$ cat config.mk
export PLATFORM = sky130hd
export DESIGN_NAME = bus_irq_status_unit
export DESIGN_NICKNAME = d
export VERILOG_FILES = /design/src/rtl/bus_irq_pkg.sv /design/src/rtl/bus_irq_ctrl.sv /design/src/rtl/bus_irq_regs.sv /design/src/rtl/bus_irq_line.sv /design/src/rtl/bus_irq_status_unit.sv
export SDC_FILE = /design/constraint.sdc
export NUM_CORES = 1
export LEC_CHECK = 0
export ABC_AREA = 1
export BUFFER_PORTS_ARGS = -buffer_cell sky130_fd_sc_hd__buf_2
export CORE_MARGIN = 8
export CORE_UTILIZATION = 43
export CTS_CLUSTER_DIAMETER = 40
export DETAILED_ROUTE_END_ITERATION = 8
export GPL_ROUTABILITY_DRIVEN = 0
export HOLD_SLACK_MARGIN = 0.05
export PLACE_DENSITY = 0.71
export SLEW_MARGIN = 25
export SYNTH_ARGS = -nofsm -noshare
export SYNTH_HDL_FRONTEND = slang
export SYNTH_SLANG_ARGS = --single-unit
$ cat constraint.sdc
create_clock -name clk -period 1.2 [get_ports clk]
set_input_delay 0.12 -clock clk [delete_from_list [all_inputs] [get_ports clk]]
set_output_delay 0.12 -clock clk [all_outputs]
set_load 0.01 [all_outputs]
$ cat src/rtl/bus_irq_pkg.sv
package bus_irq_pkg;
  localparam int STS_W    = 15;
  localparam int NUM_EVT  = 6;
  localparam int EV_TXACK = 0;
  localparam int EV_TXNAK = 1;
  localparam int EV_RXDN  = 2;
  localparam int EV_STOP  = 3;
  localparam int EV_ABN   = 4;
  localparam int EV_ADDR  = 5;
  localparam logic [STS_W-1:0] WR_MASK = {STS_W{1'b1}};

  typedef struct packed {
    logic [STS_W-1:0] setMask;
    logic [STS_W-1:0] clrMask;
    logic [STS_W-1:0] enData;
    logic             enLoad;
    logic             discard;
    logic             raise;
    logic             lower;
  } ctrlStrb_t;
endpackage

$ cat src/rtl/bus_irq_ctrl.sv
module bus_irq_ctrl
  import bus_irq_pkg::*;
(
  input  logic               clk,
  input  logic               rstN,
  input  logic               pktMode,
  input  logic [NUM_EVT-1:0] evtPulse,
  input  logic               wrStatus,
  input  logic               wrEnable,
  input  logic [STS_W-1:0]   wrData,
  input  logic               rxCmdPending,
  input  logic [STS_W-1:0]   statusQ,
  input  logic [STS_W-1:0]   enableQ,
  output ctrlStrb_t          strb,
  output logic               rxRearm
);
  logic [STS_W-1:0] setVec;
  logic [STS_W-1:0] clrVec;
  logic [STS_W-1:0] cand;
  logic             anyEvt;
  logic             doRaise;
  logic             rearmQ;

  for (genvar g = 0; g < STS_W; g++) begin : gSet
    if (g < NUM_EVT) begin : gEvt
      assign setVec[g] = evtPulse[g];
    end else begin : gNone
      assign setVec[g] = 1'b0;
    end
  end

  assign clrVec  = wrStatus ? (wrData & WR_MASK) : '0;
  assign cand    = (statusQ & ~clrVec) | setVec;
  assign anyEvt  = |evtPulse;
  assign doRaise = anyEvt && (|(cand & enableQ));

  always_comb begin
    strb         = '0;
    strb.setMask = setVec;
    strb.clrMask = clrVec;
    strb.enData  = wrData & WR_MASK;
    strb.enLoad  = wrEnable;
    strb.raise   = doRaise;
    strb.discard = doRaise && !pktMode;
    strb.lower   = !doRaise && (cand == '0);
  end

  always_ff @(posedge clk) begin
    if (!rstN) rearmQ <= 1'b0;
    else       rearmQ <= wrStatus && wrData[EV_RXDN] && statusQ[EV_RXDN] && rxCmdPending;
  end
  assign rxRearm = rearmQ;

  // a re-arm pulse only follows a status write with a pending receive
  a_r10_rearm_cause: assert property (@(posedge clk) disable iff (!rstN)
    rxRearm |-> $past(wrStatus && rxCmdPending));

  // in packet mode every pulsed event bit is present next cycle
  a_r2_set_kept: assert property (@(posedge clk) disable iff (!rstN)
    (anyEvt && pktMode) |=> ((statusQ & $past(setVec)) == $past(setVec)));
endmodule

$ cat src/rtl/bus_irq_regs.sv
module bus_irq_regs
  import bus_irq_pkg::*;
(
  input  logic             clk,
  input  logic             rstN,
  input  ctrlStrb_t        strb,
  output logic [STS_W-1:0] statusQ,
  output logic [STS_W-1:0] enableQ
);
  logic [STS_W-1:0] merged;

  assign merged = (statusQ & ~strb.clrMask) | strb.setMask;

  always_ff @(posedge clk) begin
    if (!rstN) begin
      statusQ <= '0;
      enableQ <= '0;
    end else begin
      statusQ <= strb.discard ? (merged & enableQ) : merged;
      if (strb.enLoad) enableQ <= strb.enData;
    end
  end

  // with no event, cleared bits are gone next cycle
  a_r6_w1c: assert property (@(posedge clk) disable iff (!rstN)
    (strb.setMask == '0) |=> ((statusQ & $past(strb.clrMask)) == '0));

  // an enable write lands next cycle
  a_r7_enable_load: assert property (@(posedge clk) disable iff (!rstN)
    strb.enLoad |=> (enableQ == $past(strb.enData)));
endmodule

$ cat src/rtl/bus_irq_line.sv
module bus_irq_line #(
  parameter int NUM_BUSES = 4,
  parameter int BUS_ID    = 2
) (
  input  logic                 clk,
  input  logic                 rstN,
  input  logic                 raise,
  input  logic                 lower,
  output logic                 lineQ,
  output logic [NUM_BUSES-1:0] summaryOut
);
  always_ff @(posedge clk) begin
    if (!rstN)      lineQ <= 1'b0;
    else if (raise) lineQ <= 1'b1;
    else if (lower) lineQ <= 1'b0;
  end

  for (genvar g = 0; g < NUM_BUSES; g++) begin : gSum
    if (g == BUS_ID) begin : gOwn
      assign summaryOut[g] = lineQ;
    end else begin : gOther
      assign summaryOut[g] = 1'b0;
    end
  end

  // the line only rises after a raise decision
  a_r3_rise_cause: assert property (@(posedge clk) disable iff (!rstN)
    $rose(lineQ) |-> $past(raise));
endmodule

$ cat src/rtl/bus_irq_status_unit.sv
module bus_irq_status_unit
  import bus_irq_pkg::*;
#(
  parameter int NUM_BUSES = 4,
  parameter int BUS_ID    = 2
) (
  input  logic                 clk,
  input  logic                 rstN,
  input  logic                 pktMode,
  input  logic [NUM_EVT-1:0]   evtPulse,
  input  logic                 wrStatus,
  input  logic                 wrEnable,
  input  logic [STS_W-1:0]     wrData,
  input  logic                 rxCmdPending,
  output logic [STS_W-1:0]     statusOut,
  output logic [STS_W-1:0]     enableOut,
  output logic                 irqOut,
  output logic [NUM_BUSES-1:0] summaryOut,
  output logic                 rxRearm
);
  ctrlStrb_t        strb;
  logic [STS_W-1:0] statusQ;
  logic [STS_W-1:0] enableQ;
  logic             lineQ;

  bus_irq_ctrl ctrl_i (
    .clk(clk), .rstN(rstN), .pktMode(pktMode), .evtPulse(evtPulse),
    .wrStatus(wrStatus), .wrEnable(wrEnable), .wrData(wrData),
    .rxCmdPending(rxCmdPending), .statusQ(statusQ), .enableQ(enableQ),
    .strb(strb), .rxRearm(rxRearm)
  );

  bus_irq_regs regs_i (
    .clk(clk), .rstN(rstN), .strb(strb), .statusQ(statusQ), .enableQ(enableQ)
  );

  bus_irq_line #(.NUM_BUSES(NUM_BUSES), .BUS_ID(BUS_ID)) line_i (
    .clk(clk), .rstN(rstN), .raise(strb.raise), .lower(strb.lower),
    .lineQ(lineQ), .summaryOut(summaryOut)
  );

  assign statusOut = statusQ;
  assign enableOut = enableQ;
  assign irqOut    = lineQ;

  // an empty status register never coexists with a high line
  a_r8_zero_low: assert property (@(posedge clk) disable iff (!rstN)
    (statusQ == '0) |-> !irqOut);
endmodule

==> results.cfg <==
[outcome]
outcome = complete, no violations

[setup_path]
cp_max_fo = 8
r2r_slack_ns = 0.006
path_buf_inv = 1
regToRegStartpoint = regs_i.statusQ[4]
start_kind = register
cp_common_cell = nand2_2
path_cells = nand2_4 -> nand2_2 -> nand2_2 -> nand2_2 -> nor2_4 -> nand3_4 -> nand4_1 -> nand2_1 -> inv_1
path_class = register to register
cpPeakStageDelay_ns = 0.34
cp.arrival_ns = 1.42
slowest_stage = dfxtp_2
crit_family = simple AND/OR/NAND/NOR gates
cp-end-kind = register
worstPathRequired_ns = 1.43
cp-startpoint = regs_i.statusQ[4]

[logic_synthesis]
synth.distinct_cells = 24
synthCells = 240
synth-compound-area-share = 0.117
synth_top_family_by_area = simple AND/OR/NAND/NOR gates
synthTopCellsByArea = dfxtp_1, nand2_1, inv_1
synth-adder-area-share = 0
synth_xor_area_frac = 0
ys_seq_elements = 32
synthSimpleGateAreaFrac = 0.338
synth_top_area_share = 0.395
yosysTopAreaCell = dfxtp_1
muxShareOfSynthArea = 0
synth_area_sq_um = 1620
synth_warnings = 0
ys_seq_area_frac = 0.395
syn_avg_cell_area_sq_um = 6.76

[timing]
rsz0062_at_grt = true
fin_crit_sh = 0.995
fin_tns_setup_ns = 0
skew_ns = 0.00329
fin_crit_ns = 1.19
worst_slack_ns = 0.00623
setup_violations = 0
finalMaxSlewViolations = 0
hold_viol_final = 0
fmax_mhz = 838

[global_route]
grt-busiest-layer = met2
use_met1 = 0.172
overflow = 0
met3_usage = 0.0645
antenna_found_initial = 0
grt_pass1_wl_mm = 7.91
groute.usage.overall = 0.157
grt_pass1_vias = 1803
grt_max_degree = 31
grt_use_met2 = 0.265

[detailed_routing]
wl_per_cell_microns = 13.2
wl_mm = 4.89
drtIter0Drc = 90
vias = 1803
via_per_inst = 4.86
route.detailed.drc = 0
drt_pass1_iterations = 4
ant_nets = 0

[clock_tree]
h-tree-depth = 2
clock_latency_ns = 0.28
cts_hold_buf = 0
path_clk_slew_ns = 0.06
cts_made_buffers = 5
cts_tree = done
cts_buffer_depth = 2
cts.sinks = 32
clock-root-buffer = clkbuf_8

[power]
ir_drop_mv = 0.663
switching_share = 0.280
pwr-share-seq = 0.450
pwr-share-clk = 0.339
combinationalPowerShare = 0.211
p_switching_uw = 728
power_density_nw_per_um2 = 1130
total_leakage_power_nw = 1.27
intPower_mw = 1.87

[run]
drv_cap = 0

[layout]
area_delta_synth_final_pct = 41.7
fin_nets = 350
fillers = 345
mostFrequentLayoutCell = buf_2
fin_cells = 371
final_cell_mix = buf_2, nand2_1, inv_1, buf_4
diodes = 0
final_layout_size_suffix_gt1_frac = 0.418
design_area_sq_um = 2300

[floorplanning]
die_w_microns = 77.4
ioPinCount = 63
die_area_sq_um = 6000
core-area_sq_um = 3630
die_h_microns = 77.4
rows = 22
start_util = 0.447

[min_path]
hp-start = rxCmdPending
hold_class = primary input to register

[placed_design]
place_hpwl_mm = 3.53
dpl.cell_count = 359
pre_cts_slack_ns = -0.168
dpl_cell_area_sq_um = 2080
port_buffers = 59
-- logic make-up after synthesis --
| kind of cell | after synthesis |
|---|---|
| buffers and inverters | 55 |
| DFF | 32 |
| AOI/OAI and AO/OA | 38 |
| other | 1 |
| and+or+nand+nor | 114 |
-- sequential cells by signal (all words and copies together) (netlist names) --
register        flops
ctrl_i.rxRearm      1
line_i.lineQ        1
regs_i.enableQ     15
regs_i.statusQ     15
-- routing by layer --
metal  up-vias  wire length, microns
li1        926                     -
met1       806                  2080
met2        64                  2350
met3         7                   392
met4         0                    66
met5         -                     0
-- power by group through the flow --
stage | Clock, mW | Sequential (mW) | Combinational [mW]
after global placement | 0 | 1.19 | 0.486
final | 0.882 | 1.17 | 0.550
after detailed placement | 0 | 1.19 | 0.491
after floorplan | 0 | 1.21 | 0.257
after CTS | 0.905 | 1.16 | 0.525
after global routing | 0.957 | 1.18 | 0.606
-- tightest hold or removal path: stages --
cell     delay [ns]
buf_2          0.10
nand3_1        0.07
nor2_1         0.04
-- synthesized netlist by cell type, drive strengths merged --
| master | instances |
|---|---|
| inv | 42 |
| and2 | 1 |
| dfxtp | 32 |
| o21ai | 16 |
| buf | 8 |
| nor3 | 1 |
| nand4 | 17 |
| nand2 | 65 |
| clkbuf | 5 |
| conb | 1 |
| nor2 | 16 |
| a21oi | 22 |
| nand3 | 13 |
| nor4 | 1 |
-- stage by stage --
step / util / hold WS (ns) / total power [mW]
6_report: 0.633 / 0.0903 / 2.60
5_1_grt: 0.633 / 0.0991 / 2.74
4_1_cts: 0.613 / 0.0870 / 2.59
3_5_place_dp: 0.572 / 0.385 / 1.68
3_3_place_gp: 0.572 / 0.372 / 1.67
2_1_floorplan: - / 0.258 / 1.47
-- worst paths after layout --
| check | end | depth (start not counted) |
|---|---|---|
| worst min register to register | line_i.lineQ | 2 |
| worst max register to register | regs_i.statusQ[5] | 9 |
| worst min-delay path | ctrl_i.rxRearm | 3 |
| worst max-delay path | regs_i.statusQ[5] | 9 |
-- final cells by class --
class	count	area [sq um]	area share
inverters	42	158	0.0686
multi-input cells	156	835	0.363
repair buffers	86	498	0.217
flip-flops and latches	32	653	0.284
well taps	48	60.1	0.0261
clock buffers	7	96.3	0.0419
-- repair_timing --
action                                  in CTS  in global routing
cloned                                       1                  0
hold endpoints to repair                     0                  0
pin swaps                                    8                 13
gates resized for setup                      9                 23
endpoints found under the setup margin      16                 16
setup buffers                                1                  3
Power figures use the tool's default switching activity.
